$ cat config.mk
export PLATFORM = sky130hd
export DESIGN_NAME = rx_trig_fifo
export DESIGN_NICKNAME = d
export VERILOG_FILES = /design/src/rtl/rxf_pkg.sv /design/src/rtl/rxf_store.sv /design/src/rtl/rxf_flag.sv /design/src/rtl/rx_trig_fifo.sv
export SDC_FILE = /design/constraint.sdc
export NUM_CORES = 1
export LEC_CHECK = 0
export ABC_AREA = 1
export ABC_CLOCK_PERIOD_IN_PS = 4160
export BUFFER_PORTS_ARGS = -buffer_cell sky130_fd_sc_hd__buf_4
export CAP_MARGIN = 15
export CORE_ASPECT_RATIO = 1.4
export CORE_MARGIN = 4
export CORE_UTILIZATION = 60
export DETAILED_ROUTE_END_ITERATION = 10
export PLACE_DENSITY_LB_ADDON = 0.15
export SYNTH_ARGS = -nofsm -noshare
export SYNTH_HDL_FRONTEND = slang
export SYNTH_SLANG_ARGS = --single-unit
$ cat constraint.sdc
create_clock -name clk -period 4.16 [get_ports clk]
set_input_delay 0.416 -clock clk [delete_from_list [all_inputs] [get_ports clk]]
set_output_delay 0.416 -clock clk [all_outputs]
set_load 0.03 [all_outputs]
$ cat src/rtl/rxf_pkg.sv
package rxf_pkg;

    typedef logic [1:0] trig_code_t;

    // Threshold for a trigger code: code 0 gives a single byte, other codes step in quarters of the depth.
    function automatic int unsigned trig_level(input trig_code_t code, input int unsigned depth);
        if (code == 2'd0) return 1;
        return int'(unsigned'(code)) * (depth / 4);
    endfunction

endpackage

$ cat src/rtl/rxf_store.sv
module rxf_store #(
    parameter int DEPTH = 64,
    parameter int DW    = 8,
    localparam int AW   = $clog2(DEPTH),
    localparam int CW   = $clog2(DEPTH + 1)
) (
    input  logic          clk,
    input  logic          rst_n,
    input  logic          push_i,
    input  logic [DW-1:0] data_i,
    input  logic          pop_i,
    output logic [DW-1:0] rdata_o,
    output logic [CW-1:0] count_o,
    output logic [CW-1:0] count_nxt_o,
    output logic          nonempty_o,
    output logic          ovr_o
);
    localparam logic [CW-1:0] FULL_CNT = CW'(DEPTH);
    localparam logic [AW-1:0] LAST_PTR = AW'(DEPTH - 1);

    typedef struct packed {
        logic [AW-1:0] wp;
        logic [AW-1:0] rp;
        logic [CW-1:0] cnt;
        logic          ovr;
    } st_t;

    st_t st_d, st_q;
    logic [DW-1:0] mem_q [DEPTH];
    logic pop_ok, push_ok;

    always_comb begin
        st_d    = st_q;
        pop_ok  = pop_i && (st_q.cnt != '0);
        push_ok = push_i && ((st_q.cnt != FULL_CNT) || pop_ok);
        if (push_ok) st_d.wp = (st_q.wp == LAST_PTR) ? '0 : st_q.wp + 1'b1;
        if (pop_ok)  st_d.rp = (st_q.rp == LAST_PTR) ? '0 : st_q.rp + 1'b1;
        st_d.cnt = st_q.cnt + CW'(push_ok) - CW'(pop_ok);
        if (push_i && !push_ok) st_d.ovr = 1'b1;
    end

    always_ff @(posedge clk) begin
        if (!rst_n) st_q <= '0;
        else        st_q <= st_d;
    end

    always_ff @(posedge clk) begin
        if (push_ok) mem_q[st_q.wp] <= data_i;
    end

    assign rdata_o     = mem_q[st_q.rp];
    assign count_o     = st_q.cnt;
    assign count_nxt_o = st_d.cnt;
    assign nonempty_o  = (st_q.cnt != '0);
    assign ovr_o       = st_q.ovr;


    count_bound_chk: assert property (@(posedge clk) disable iff (!rst_n)
        st_q.cnt <= FULL_CNT);


    push_pop_hold_chk: assert property (@(posedge clk) disable iff (!rst_n)
        (push_i && pop_i && st_q.cnt != '0) |=> $stable(st_q.cnt));


    empty_pop_chk: assert property (@(posedge clk) disable iff (!rst_n)
        (pop_i && !push_i && st_q.cnt == '0) |=> (st_q.cnt == '0) && $stable(st_q.rp));


    full_drop_chk: assert property (@(posedge clk) disable iff (!rst_n)
        (push_i && !pop_i && st_q.cnt == FULL_CNT) |=> st_q.ovr && (st_q.cnt == FULL_CNT));


    ovr_sticky_chk: assert property (@(posedge clk) disable iff (!rst_n)
        st_q.ovr |=> st_q.ovr);

endmodule

$ cat src/rtl/rxf_flag.sv
module rxf_flag #(
    parameter int DEPTH = 64,
    localparam int CW   = $clog2(DEPTH + 1)
) (
    input  logic                clk,
    input  logic                rst_n,
    input  logic [CW-1:0]       cnt_i,
    input  logic [CW-1:0]       cnt_nxt_i,
    input  logic                dma_pop_i,
    input  logic                stat_rd_i,
    input  logic                flag_wr_i,
    input  logic                flag_wdata_i,
    input  logic                trig_wr_i,
    input  rxf_pkg::trig_code_t trig_wdata_i,
    output logic                flag_o
);
    typedef struct packed {
        logic                flag;
        logic                armed;
        rxf_pkg::trig_code_t trig;
    } fl_t;

    fl_t fl_d, fl_q;
    logic [CW-1:0] lvl;
    logic at_or_above, sw_clr, dma_clr;

    always_comb begin
        fl_d        = fl_q;
        lvl         = CW'(rxf_pkg::trig_level(fl_q.trig, DEPTH));
        at_or_above = (cnt_nxt_i >= lvl);
        sw_clr      = flag_wr_i && !flag_wdata_i && fl_q.armed && !at_or_above;
        dma_clr     = dma_pop_i && !at_or_above;
        if (at_or_above)           fl_d.flag = 1'b1;
        else if (sw_clr || dma_clr) fl_d.flag = 1'b0;
        if (!fl_d.flag)                    fl_d.armed = 1'b0;
        else if (stat_rd_i && fl_q.flag)   fl_d.armed = 1'b1;
        if (trig_wr_i) fl_d.trig = trig_wdata_i;
    end

    always_ff @(posedge clk) begin
        if (!rst_n) fl_q <= '0;
        else        fl_q <= fl_d;
    end

    assign flag_o = fl_q.flag;


    flag_set_chk: assert property (@(posedge clk) disable iff (!rst_n)
        (cnt_nxt_i >= lvl) |=> fl_q.flag);


    flag_fall_low_chk: assert property (@(posedge clk) disable iff (!rst_n)
        $fell(fl_q.flag) |-> (cnt_i < $past(lvl)));


    sw_clear_order_chk: assert property (@(posedge clk) disable iff (!rst_n)
        ($fell(fl_q.flag) && !$past(dma_pop_i)) |->
            ($past(fl_q.armed) && $past(flag_wr_i) && !$past(flag_wdata_i)));


    write_one_chk: assert property (@(posedge clk) disable iff (!rst_n)
        (fl_q.flag && flag_wr_i && flag_wdata_i && !dma_pop_i) |=> fl_q.flag);

endmodule

$ cat src/rtl/rx_trig_fifo.sv
module rx_trig_fifo #(
    parameter int DEPTH = 64,
    parameter int DW    = 8,
    localparam int CW   = $clog2(DEPTH + 1)
) (
    input  logic          clk,
    input  logic          rst_n,
    input  logic          rx_push,
    input  logic [DW-1:0] rx_byte,
    input  logic          cpu_pop,
    output logic [DW-1:0] cpu_rdata,
    input  logic          cpu_stat_rd,
    input  logic          cpu_flag_wr,
    input  logic          cpu_flag_wdata,
    input  logic          cpu_trig_wr,
    input  logic [1:0]    cpu_trig_wdata,
    input  logic          dma_pop,
    output logic          trig_flag,
    output logic          overrun,
    output logic [CW-1:0] fill_count
);
    logic [CW-1:0] cnt_nxt;
    logic          nonempty;
    logic          dma_take;

    assign dma_take = dma_pop && nonempty;

    rxf_store #(.DEPTH(DEPTH), .DW(DW)) u_store (
        .clk         (clk),
        .rst_n       (rst_n),
        .push_i      (rx_push),
        .data_i      (rx_byte),
        .pop_i       (cpu_pop || dma_pop),
        .rdata_o     (cpu_rdata),
        .count_o     (fill_count),
        .count_nxt_o (cnt_nxt),
        .nonempty_o  (nonempty),
        .ovr_o       (overrun)
    );

    rxf_flag #(.DEPTH(DEPTH)) u_flag (
        .clk          (clk),
        .rst_n        (rst_n),
        .cnt_i        (fill_count),
        .cnt_nxt_i    (cnt_nxt),
        .dma_pop_i    (dma_take),
        .stat_rd_i    (cpu_stat_rd),
        .flag_wr_i    (cpu_flag_wr),
        .flag_wdata_i (cpu_flag_wdata),
        .trig_wr_i    (cpu_trig_wr),
        .trig_wdata_i (cpu_trig_wdata),
        .flag_o       (trig_flag)
    );

endmodule

* Word-level counts from Yosys, hierarchy flattened
Memory sizes are Yosys's and may differ from the RTL's. A register that Yosys moved wholly into a read port is not among the register bits.
Cells that the tools add are included.
** Cells by class
- Add/subtract/negate cells :: 4
- $mul :: 0
- Div/mod/pow operators :: 0
- Magnitude comparators :: 1
- Eq/ne operators :: 3
- Shift-type cells :: 0
- Mux-type cells :: 11
- Bitwise operators :: 0
- Reduce and logical (&&, ||, !) cells :: 18
** Operators with widths (count)
- 2-to-1 mux 6 bit :: 5
- adder 6 x 1 -> 6 bit, second input constant :: 2
- == test 6 bit, second input constant :: 2
- logical AND 1 bit :: 9
- adder 7 x 1 -> 7 bit :: 1
- >= comparator 7 x 6 -> 1 bit :: 1
- inequality test 7 bit, second input constant :: 1
- nonzero test 7 bit :: 1
- subtractor 7 x 1 -> 7 bit :: 1
- 2-to-1 mux 1 bit :: 6
- logical NOT 1 bit :: 3
- logical OR 1 bit :: 3
- logical NOT 2 bit :: 1
- AND reduction 2 bit :: 1
** Word-level totals
- Register bits :: 24
- Bits in latches :: 0
- Bits in writable memories :: 512
- Memory bits (read-only) :: 0
- Input bits :: 19
- Output and inout bits :: 17
- Word-level logic and storage cells :: 45
- Memories kept :: 1
** Memory list
- u_store.mem_q :: words 64, bits a word 8, read ports 1, clocked after memory_dff 1, write ports 1, line rxf_store.sv:29 : logic [DW-1:0] mem_q [DEPTH];

* Depth between registers and ports, before layout
Gate-level depths: netlist of run 1.
- Depth in word-level cells :: 13
- Mapped depth :: 23

* By module
A second synthesis of run 1 with hierarchy kept.
** Unflattened totals
- Cell total of the unflattened synthesis :: 2011
- Area total of the unflattened synthesis :: 22635.5 um^2
** Modules (own cells, without submodules)
- rxf_store :: times used 1, cells an instance 1967, area an instance 22361.4 um^2, sequential area each 15895.2 um^2
- rxf_flag :: times used 1, cells an instance 39, area an instance 255.2 um^2, sequential area each 80.1 um^2
- rx_trig_fifo :: times used 1, cells an instance 5, area an instance 18.8 um^2, sequential area each 0.0 um^2

* Worst setup path before layout of run 1
Ideal clock, no wire load.
- Kind :: reg-to-reg
- From :: register u_store.st_q, in the netlist u_store.count_o[4]
- To :: register u_flag.fl_q[2] in the netlist's numbering
- Library setup time :: 0.115 ns
- Data arrival time :: 2.645 ns
- Setup slack :: 1.400 ns
- Cell stages (with the launch flop) :: 22
- Clock period less this slack :: 2.760 ns
- Path through :: dfxtp_1 -> inv_1 -> ha_1 -> nand4_1 -> nand2_1 -> nor2_1 -> inv_1 -> nand2_1 -> ha_1 -> inv_1 -> fa_1 -> inv_1 -> nand2_1 -> nand3_1 -> xor2_1 -> ha_1 -> nand2_1 -> nand2_1 -> nand2_1 -> nand2_1 -> nand2_1 -> nor2_1
** Between the ends
- Longest elaborated chain between the ends :: 13
- Elaborated cells on any way between the ends :: 16
- Classes of those cells :: add/sub (2); order compare (1); eq/ne (1); mux (2); reduce/logical (10)
** RTL lines
- start, declared :: line rxf_store.sv:28 : st_t st_d, st_q;
- start signal, assigned :: line rxf_store.sv:44 : else st_q <= st_d;
- nonzero test 7 bit :: line rxf_store.sv:34 : pop_ok = pop_i && (st_q.cnt != '0);
- logical AND 1 bit :: line rxf_store.sv:34
- logical OR 1 bit :: line rxf_store.sv:35 : push_ok = push_i && ((st_q.cnt != FULL_CNT) || pop_ok);
- logical AND 1 bit :: line rxf_store.sv:35
- adder 7 x 1 -> 7 bit :: line rxf_store.sv:38 : st_d.cnt = st_q.cnt + CW'(push_ok) - CW'(pop_ok);
- subtractor 7 x 1 -> 7 bit (*) :: line rxf_store.sv:38
- via cnt_nxt[4] :: line rx_trig_fifo.sv:22 : logic [CW-1:0] cnt_nxt;
- >= comparator 7 x 6 -> 1 bit (*) :: line rxf_flag.sv:30 : at_or_above = (cnt_nxt_i >= lvl);
- logical NOT 1 bit :: line rxf_flag.sv:31, rxf_flag.sv:32
- logical AND 1 bit, on equally long branches :: line rxf_flag.sv:31, rxf_flag.sv:32
- logical OR 1 bit :: line rxf_flag.sv:34 : else if (sw_clr || dma_clr) fl_d.flag = 1'b0;
- 2-to-1 mux 1 bit :: line rxf_flag.sv:34
- 2-to-1 mux 1 bit (*) :: line rxf_flag.sv:33 : if (at_or_above) fl_d.flag = 1'b1;
- AND reduction 2 bit (no source line) (*)
- end signal, assigned :: line rxf_flag.sv:42 : else fl_q <= fl_d;
- end, declared :: line rxf_flag.sv:23 : fl_t fl_d, fl_q;
Mark *: on every way through the listed nets, which the timed path passes. The rest lies on a longest branch.
A chain may end at the register's enable or synchronous reset.

==> results of run 1 <==
flip-flops by register name, indices dropped and copies added, names as in the netlist, named ones only:
| register | count |
|---|---|
| u_flag.flag_o | 1 |
| u_flag.fl_q | 3 |
| u_store.count_o | 7 |
| u_store.ovr_o | 1 |
| u_store.mem_q | 512 |
| u_store.st_q | 12 |
area by class of cell:
cell class | instances | area, um^2
Inverter | 50 | 195.2
Clock buffer | 65 | 1318
Fill cell | 2812 | 12930
Timing Repair Buffer | 59 | 528.0
Sequential cell | 542 | 15980
Clock inverter | 24 | 245.2
Multi-Input combinational cell | 1305 | 5732
Tap cell | 473 | 591.8
logic make-up after synthesis:
logic type / count (synthesis) / share of synthesized area
flops: 542 / 0.7017
buf+inv: 168 / 0.04650
xor+xnor: 7 / 0.002693
fa+ha+maj: 14 / 0.008024
simple gates: 1259 / 0.2354
compound gates: 25 / 0.005661
stage by stage:
stage	setup slack (ps)	instances	area, um^2
2_1_floorplan	1400	2015	22770
3_3_place_gp	1121	2427	23020
3_5_place_dp	1004	2427	23020
4_1_cts	789.4	2516	24580
5_1_grt	615.2	2518	24590
6_report	747.6	2518	24590
routing by layer:
layer | vias up | GRT usage | routed length (um)
met5 | - | 0 | 0
met4 | 0 | 0.1256 | 2652
met3 | 144 | 0.03423 | 3596
met2 | 620 | 0.4327 | 26530
met1 | 7169 | 0.3406 | 20740
li1 | 6958 | - | -
how the worst max path moves through the flow:
stage,depth (start not counted),from,end
finish,10,flop,cpu_rdata[7]
global route,10,flop,cpu_rdata[7]
CTS,10,flop,cpu_rdata[7]
detailed placement,21,u_store.count_o[5],u_flag.fl_q[2]
global placement,21,u_store.count_o[4],u_flag.fl_q[2]
floorplan,21,u_store.count_o[4],u_flag.fl_q[2]
cells in the mapped netlist (2+ instances only):
cell type  instances  area share
nand4_1            4      0.0011
clkbuf_1           9      0.0015
buf_4             21      0.0069
xnor2_1            2     0.00077
buf_6             36       0.018
a21oi_1           16      0.0035
xor2_1             5      0.0019
o21ai_0            8      0.0018
and3_1             2     0.00055
dfxtp_1           30       0.026
buf_1             13      0.0021
inv_1             46      0.0076
edfxtp_1         512        0.68
or2_2              3     0.00082
nand3_2            2     0.00088
nand2_2            3     0.00082
inv_2              3     0.00049
buf_2             37      0.0081
nand3_1          453        0.10
nor3_1             6      0.0013
nor2_1            92       0.015
nand2_1          690        0.11
ha_1              13      0.0071
critical path, delay by kind of cell (launching register included):
kind	cells	cell delay (ps)
buffers and inverters	2	820
and+or+nand+nor	8	1080
DFF	1	390
power by group through the flow:
stage               Clock, uW  Sequential [uW]  Combinational [uW]
floorplan                   0             6210                2810
global placement            0             6230                3630
detailed placement          0             6240                3690
CTS                      4470             6120                3710
global route             4690             6130                4100
finish                   4410             6120                3720
==> run metrics, run 1 <==
maximum single-stage delay on the critical path=640 ps; syn_area_per_cell=11.30 um^2; fin. max-slew vios=0; leading cell type in the layout, fill and taps excluded=nand2_1; initial core utilization=0.6067; final HPWL from detailed placement=30150 um; number of buffers on the longest clock path=3; register share of total power=0.429; library cell used as clock root buffer=clkbuf_16; run status=completed; Inserted Clock Buffers=49; static power due to leakage=0.008969 uW; Yosys warning total=0; share of layout cells above drive strength 1=0.07042; clock-pin slew of the registers on the worst-case setup and hold paths=60 ps; cell type of the slowest stage on the worst timing path=buf_12; summed instance area of the synthesized netlist=22770 um^2; CTS HTree Levels=2; antenna violations before repair=0; number of iterations in the first detailed-routing pass=6; maximum capacitance violations=0; Util after Layout=0.6555; launch instance of the worst register-to-register path=u_store.count_o[5]; post-synth cell types=32; worst clock skew=16.31 ps; global-route wire length before repair=82660 um; Final setup violation count=0; Initial DRC Count=1634; pin count of the biggest net entering global routing=211; die span in y=238.5 um; final antenna-violating net count=0; count of flip-flops with a built-in enable after synthesis=512; cells resized by post-CTS repair=0; die extent in x=172.6 um; time the final worst path needs with I/O delays and setup=3412 ps; sequential share of the synthesized area=0.7017; via count=14891; Fmax=293.0 MHz; Hold Startpoint=cpu_stat_rd; post-cts hold buffer count=0; setup repair after global routing missed its margin=no; source-to-sink clock delay at the later pin of the worst-skew pair=570 ps; top flip-flop cell by instance count after synthesis=edfxtp_1; gr usage total=0.2588; Vias per Instance=5.914; capturing point of the worst reg2reg path=u_flag.fl_q[2]; Total Die Area=41170 um^2; Hold Vio Cnt, Final=0; vias in the first global route=14343; critical path start-end classification=reg2out; gr ovfl total=0; Worst Path Required=3740 ps; net switching power=4604 uW; drt total wl=53510 um; area added between synthesis and finish=8.030%; # diodes=0; Power, Total=14250 uW; routability congestion estimate from global placement=0.8830; Wirelength per Cell=21.25 um; IO Pins=36; highest-count cells in the layout ignoring fill and taps=690 x nand2_1, 512 x edfxtp_1, 453 x nand3_1, 92 x nor2_1; startpoint types=flop; nature of the critical path endpoint=output pin; core outline area=37520 um^2; number of core rows=84; internal power component=9646 uW; maximum ir drop on the vdd rail=0.0004890 V; cells on worst reg2reg path=21; layout net count=2040; summed negative setup slack over all endpoints=0 ps; # Post-CTS Setup Buffers=0; Post-Syn Nets=2048; Max Fanout on Critical Path=210; Worst slew margin=0.1986; Worst EP arrival=3000 ps; Slew @ Worst Pin=1201 ps; hold slack=114.4 ps; share of the cycle needed by the critical path after routing=0.8203; number of cells on the worst hold path=3; areal power density over the cells=579.4 nW/um^2; TritonCTS clock tree=yes; setup slack of the most critical reg-to-reg path=950 ps; Worst Hold Endpoint=u_flag.fl_q[2]; gate count of the mapped netlist=2015; total DRC errors in the routed layout=0; Hold Crit Class=in2reg; part of the total power dissipated in the clock network=0.310; number of register bits inferred by synthesis=542; Sink Count=542; switching power as a share of total power=0.3231; proportion of register bits with asynchronous set or reset after synthesis=0; quantity of I/O buffers inserted on ports=35; part of the total power dissipated in combinational logic=0.261; crit-path cells=buf_12 > nand2_1 > nand3_1 > nand3_1 > nand2_1 > nand2_1 > nand3_1 > nand3_1 > nand2_1 > buf_4
Power figures use the tool's default switching activity.
==> run 2: changes to the inputs <==
--- a/config.mk
+++ b/config.mk
@@ -5,8 +5,8 @@
 export SDC_FILE = /design/constraint.sdc
 export NUM_CORES = 1
 export LEC_CHECK = 0
-export ABC_AREA = 1
-export ABC_CLOCK_PERIOD_IN_PS = 4160
+export ABC_AREA = 0
+export ABC_CLOCK_PERIOD_IN_PS = 3380
 export BUFFER_PORTS_ARGS = -buffer_cell sky130_fd_sc_hd__buf_4
 export CAP_MARGIN = 15
 export CORE_ASPECT_RATIO = 1.4
==> constraint.sdc (replaced) <==
create_clock -name clk -period 3.38 [get_ports clk]
set_input_delay 0.338 -clock clk [delete_from_list [all_inputs] [get_ports clk]]
set_output_delay 0.338 -clock clk [all_outputs]
set_load 0.03 [all_outputs]
==> run metrics, run 2 <==
# diodes=0 (unchanged); count of flip-flops with a built-in enable after synthesis=512 (unchanged); most common cell type on the critical path=nand2_1; register containing the most flip-flops in the final layout=u_store.mem_q; IO Pins=36 (unchanged); maximum ir drop on the vdd rail=0.0006177 V (+26%); post-synth cell types=56 (+75%); maximum capacitance violations=0 (unchanged); summed negative setup slack over all endpoints=0 ps (unchanged); post-place setup slack=-49.92 ps (-1054 ps); Worst EP arrival=2940 ps (-60 ps); Worst slew margin=0.3951 (+0.1965); gr ovfl total=0 (unchanged); maximum single-stage delay on the critical path=550 ps (-90 ps); area used by multi-input combinational logic=5029 um^2 (-12%); share of the cycle needed by the critical path after routing=0.9700; top flip-flop cell by instance count after synthesis=edfxtp_1; die extent in x=167.6 um (-2.9%); areal power density over the cells=661.1 nW/um^2 (+14%); most frequent cells after synthesis=512 x edfxtp_1, 103 x mux4_2, 72 x nor2_1; core outline area=35070 um^2 (-6.5%); source-to-sink clock delay at the later pin of the worst-skew pair=560 ps (about the same); net switching power=3975 uW (-14%); total area of sequential cells=15990 um^2 (about the same); CTS HTree Levels=2 (unchanged); gr usage total=0.2367 (-0.02207); part of the total power dissipated in the clock network=0.338 (+0.028); part of the total power dissipated in combinational logic=0.189 (-0.072); drt total wl=44940 um (-16%); vias in the first global route=10954 (-24%); switching power as a share of total power=0.2484 (-0.07467); leading cell type in the layout, fill and taps excluded=edfxtp_1; final HPWL from detailed placement=28680 um (-4.9%); number of buffers on the longest clock path=3 (unchanged); TritonCTS clock tree=yes; Inserted Clock Buffers=49 (unchanged); proportion of register bits with asynchronous set or reset after synthesis=0 (unchanged); cell type of the slowest stage on the worst timing path=nor4_1; via count=10634 (-29%); Post-Syn Nets=1100 (-46%); Fmax=305.0 MHz; static power due to leakage=0.007741 uW (-14%); final antenna-violating net count=0 (unchanged); post-synthesis cell type with the largest combined area=edfxtp_1; syn_area_per_cell=20.05 um^2 (+77%); Total Die Area=38780 um^2 (-5.8%); Max Fanout on Critical Path=11 (-95%); Hold Vio Cnt, Final=0 (unchanged); routability congestion estimate from global placement=0.9194 (+4.1%); register share of total power=0.473 (+0.044); internal power component=12030 uW (+25%); Worst Path Required=3040 ps (-700 ps); startpoint types=flop; total DRC errors in the routed layout=0 (unchanged); Initial DRC Count=1310 (-20%); summed instance area of the synthesized netlist=21390 um^2 (-6.0%); quantity of I/O buffers inserted on ports=35 (unchanged); layout net count=1212 (-41%); global-route wire length before repair=68540 um (-17%); area share of the leading cell type in the synthesized netlist=0.7188 (+0.04346); Hold Crit Class=in2reg; Vias per Instance=6.356 (+7.5%); gate count of the mapped netlist=1067 (-47%); library cell used as clock root buffer=clkbuf_16; run status=completed; Final setup violation count=0 (unchanged); number of register bits inferred by synthesis=542 (unchanged); nature of the critical path endpoint=output pin; time the final worst path needs with I/O delays and setup=3279 ps; crit-path cells=nor2b_2 > nand2_1 > o22ai_1 > nor4_1 > nand2_1 > o21ai_0 > buf_4; critical path start-end classification=reg2out; count of buffering cells on the critical path with inverters included=1 (-1); dominant cell by count in the synthesized netlist=edfxtp_1; fin. max-slew vios=0 (unchanged); Slew @ Worst Pin=904.0 ps (-296.8 ps); number of iterations in the first detailed-routing pass=5 (-1); initial core utilization=0.6100 (+0.003227); Util after Layout=0.6904 (+0.03497); share of layout cells above drive strength 1=0.2564 (+0.1860); Wirelength per Cell=26.86 um (+26%); Yosys warning total=0 (unchanged); flip-flop count of the largest register after layout=512 (unchanged); pin count of the biggest net entering global routing=65 (-69%); worst setup slack after layout=101.2 ps (-646.3 ps); Worst path top cell family by delay=simple AND/OR/NAND/NOR gates; setup repair after global routing missed its margin=no; count of filler cells inserted in the layout=2214 (-21%); worst clock skew=10.14 ps (-6.170 ps); antenna violations before repair=0 (unchanged); highest-count cells in the layout ignoring fill and taps=512 x edfxtp_1, 103 x mux4_2, 102 x buf_4, 72 x nor2_1, 50 x clkbuf_16; clock-pin slew of the registers on the worst-case setup and hold paths=60 ps (about the same); die span in y=231.4 um (-3.0%); number of core rows=81 (-3.6%); Sink Count=542 (unchanged); area added between synthesis and finish=13.19%; top cells by area, synth=edfxtp_1 72%, mux4_2 11%, mux4_1 3.1%, dfxtp_1 2.8%, o22ai_1 1.4%; sequential share of the synthesized area=0.7469 (+0.04515)
==> run 2: worst paths after layout <==
check | start | to | slack (ps) | depth (start not counted)
setup / recovery | flop | cpu_rdata[6] | 100 | 7
hold reg to reg | u_store.ovr_o | u_store.ovr_o | 540 | 2
setup reg to reg | u_store.count_o[4] | u_flag.fl_q[2] | 170 | 19
hold / removal | cpu_trig_wdata[0] | u_flag.fl_q[0] | 50 | 3
==> run 2: final cells by class <==
class,instances,area share
clock buffer,57,0.05189
timing repair buffer,114,0.04140
sequential,542,0.6604
clock inverter,32,0.01271
inverter,15,0.002326
tap,456,0.02357
multi-input combinational,457,0.2077
==> run 2: kinds of logic after synthesis <==
kind of cell	after synthesis	share of synthesized area
compound gates	101	0.03059
flops	542	0.7469
fa+ha+maj	14	0.008541
simple gates	188	0.04235
mux	142	0.1458
xor+xnor	12	0.004914
buf+inv	68	0.02088
==> run 2: tightest hold or removal path: stages <==
cell and delay (ps):
buf_4 80, mux2i_1 50, nor2b_1 90
==> run 2: layer usage <==
metal	global-route usage	share of wire	vias to the layer above
met3	0.03685	0.069	73
met5	0	0	-
met2	0.4104	0.53	446
met1	0.3188	0.38	5513
met4	0.06420	0.022	0
li1	-	-	4602
==> run 2: what timing repair did <==
action	4_1_cts	5_1_grt
setup endpoints to repair	9	7
cloned	0	0
pin swaps	0	1
gates resized for setup	8	13
buffers inserted	5	7
hold buffers	0	0
==> run 2: power by group through the flow <==
stage	clock network (uW)	logic, uW	registers, uW
2_1_floorplan	0	2110	7640
3_3_place_gp	0	2800	7750
3_5_place_dp	0	2840	7750
4_1_cts	5500	2950	7580
5_1_grt	5810	3240	7580
6_report	5400	3030	7570
==> run 2: stage by stage <==
stage,power (uW),hold WS (ps),instances,area (um^2)
6_report,16000,48.92,1673,24210
3_3_place_gp,10550,519.0,1572,22450
3_5_place_dp,10590,526.4,1572,22450
5_1_grt,16640,72.41,1673,24210
2_1_floorplan,9753,436.9,1067,21390
4_1_cts,16030,25.48,1666,24100
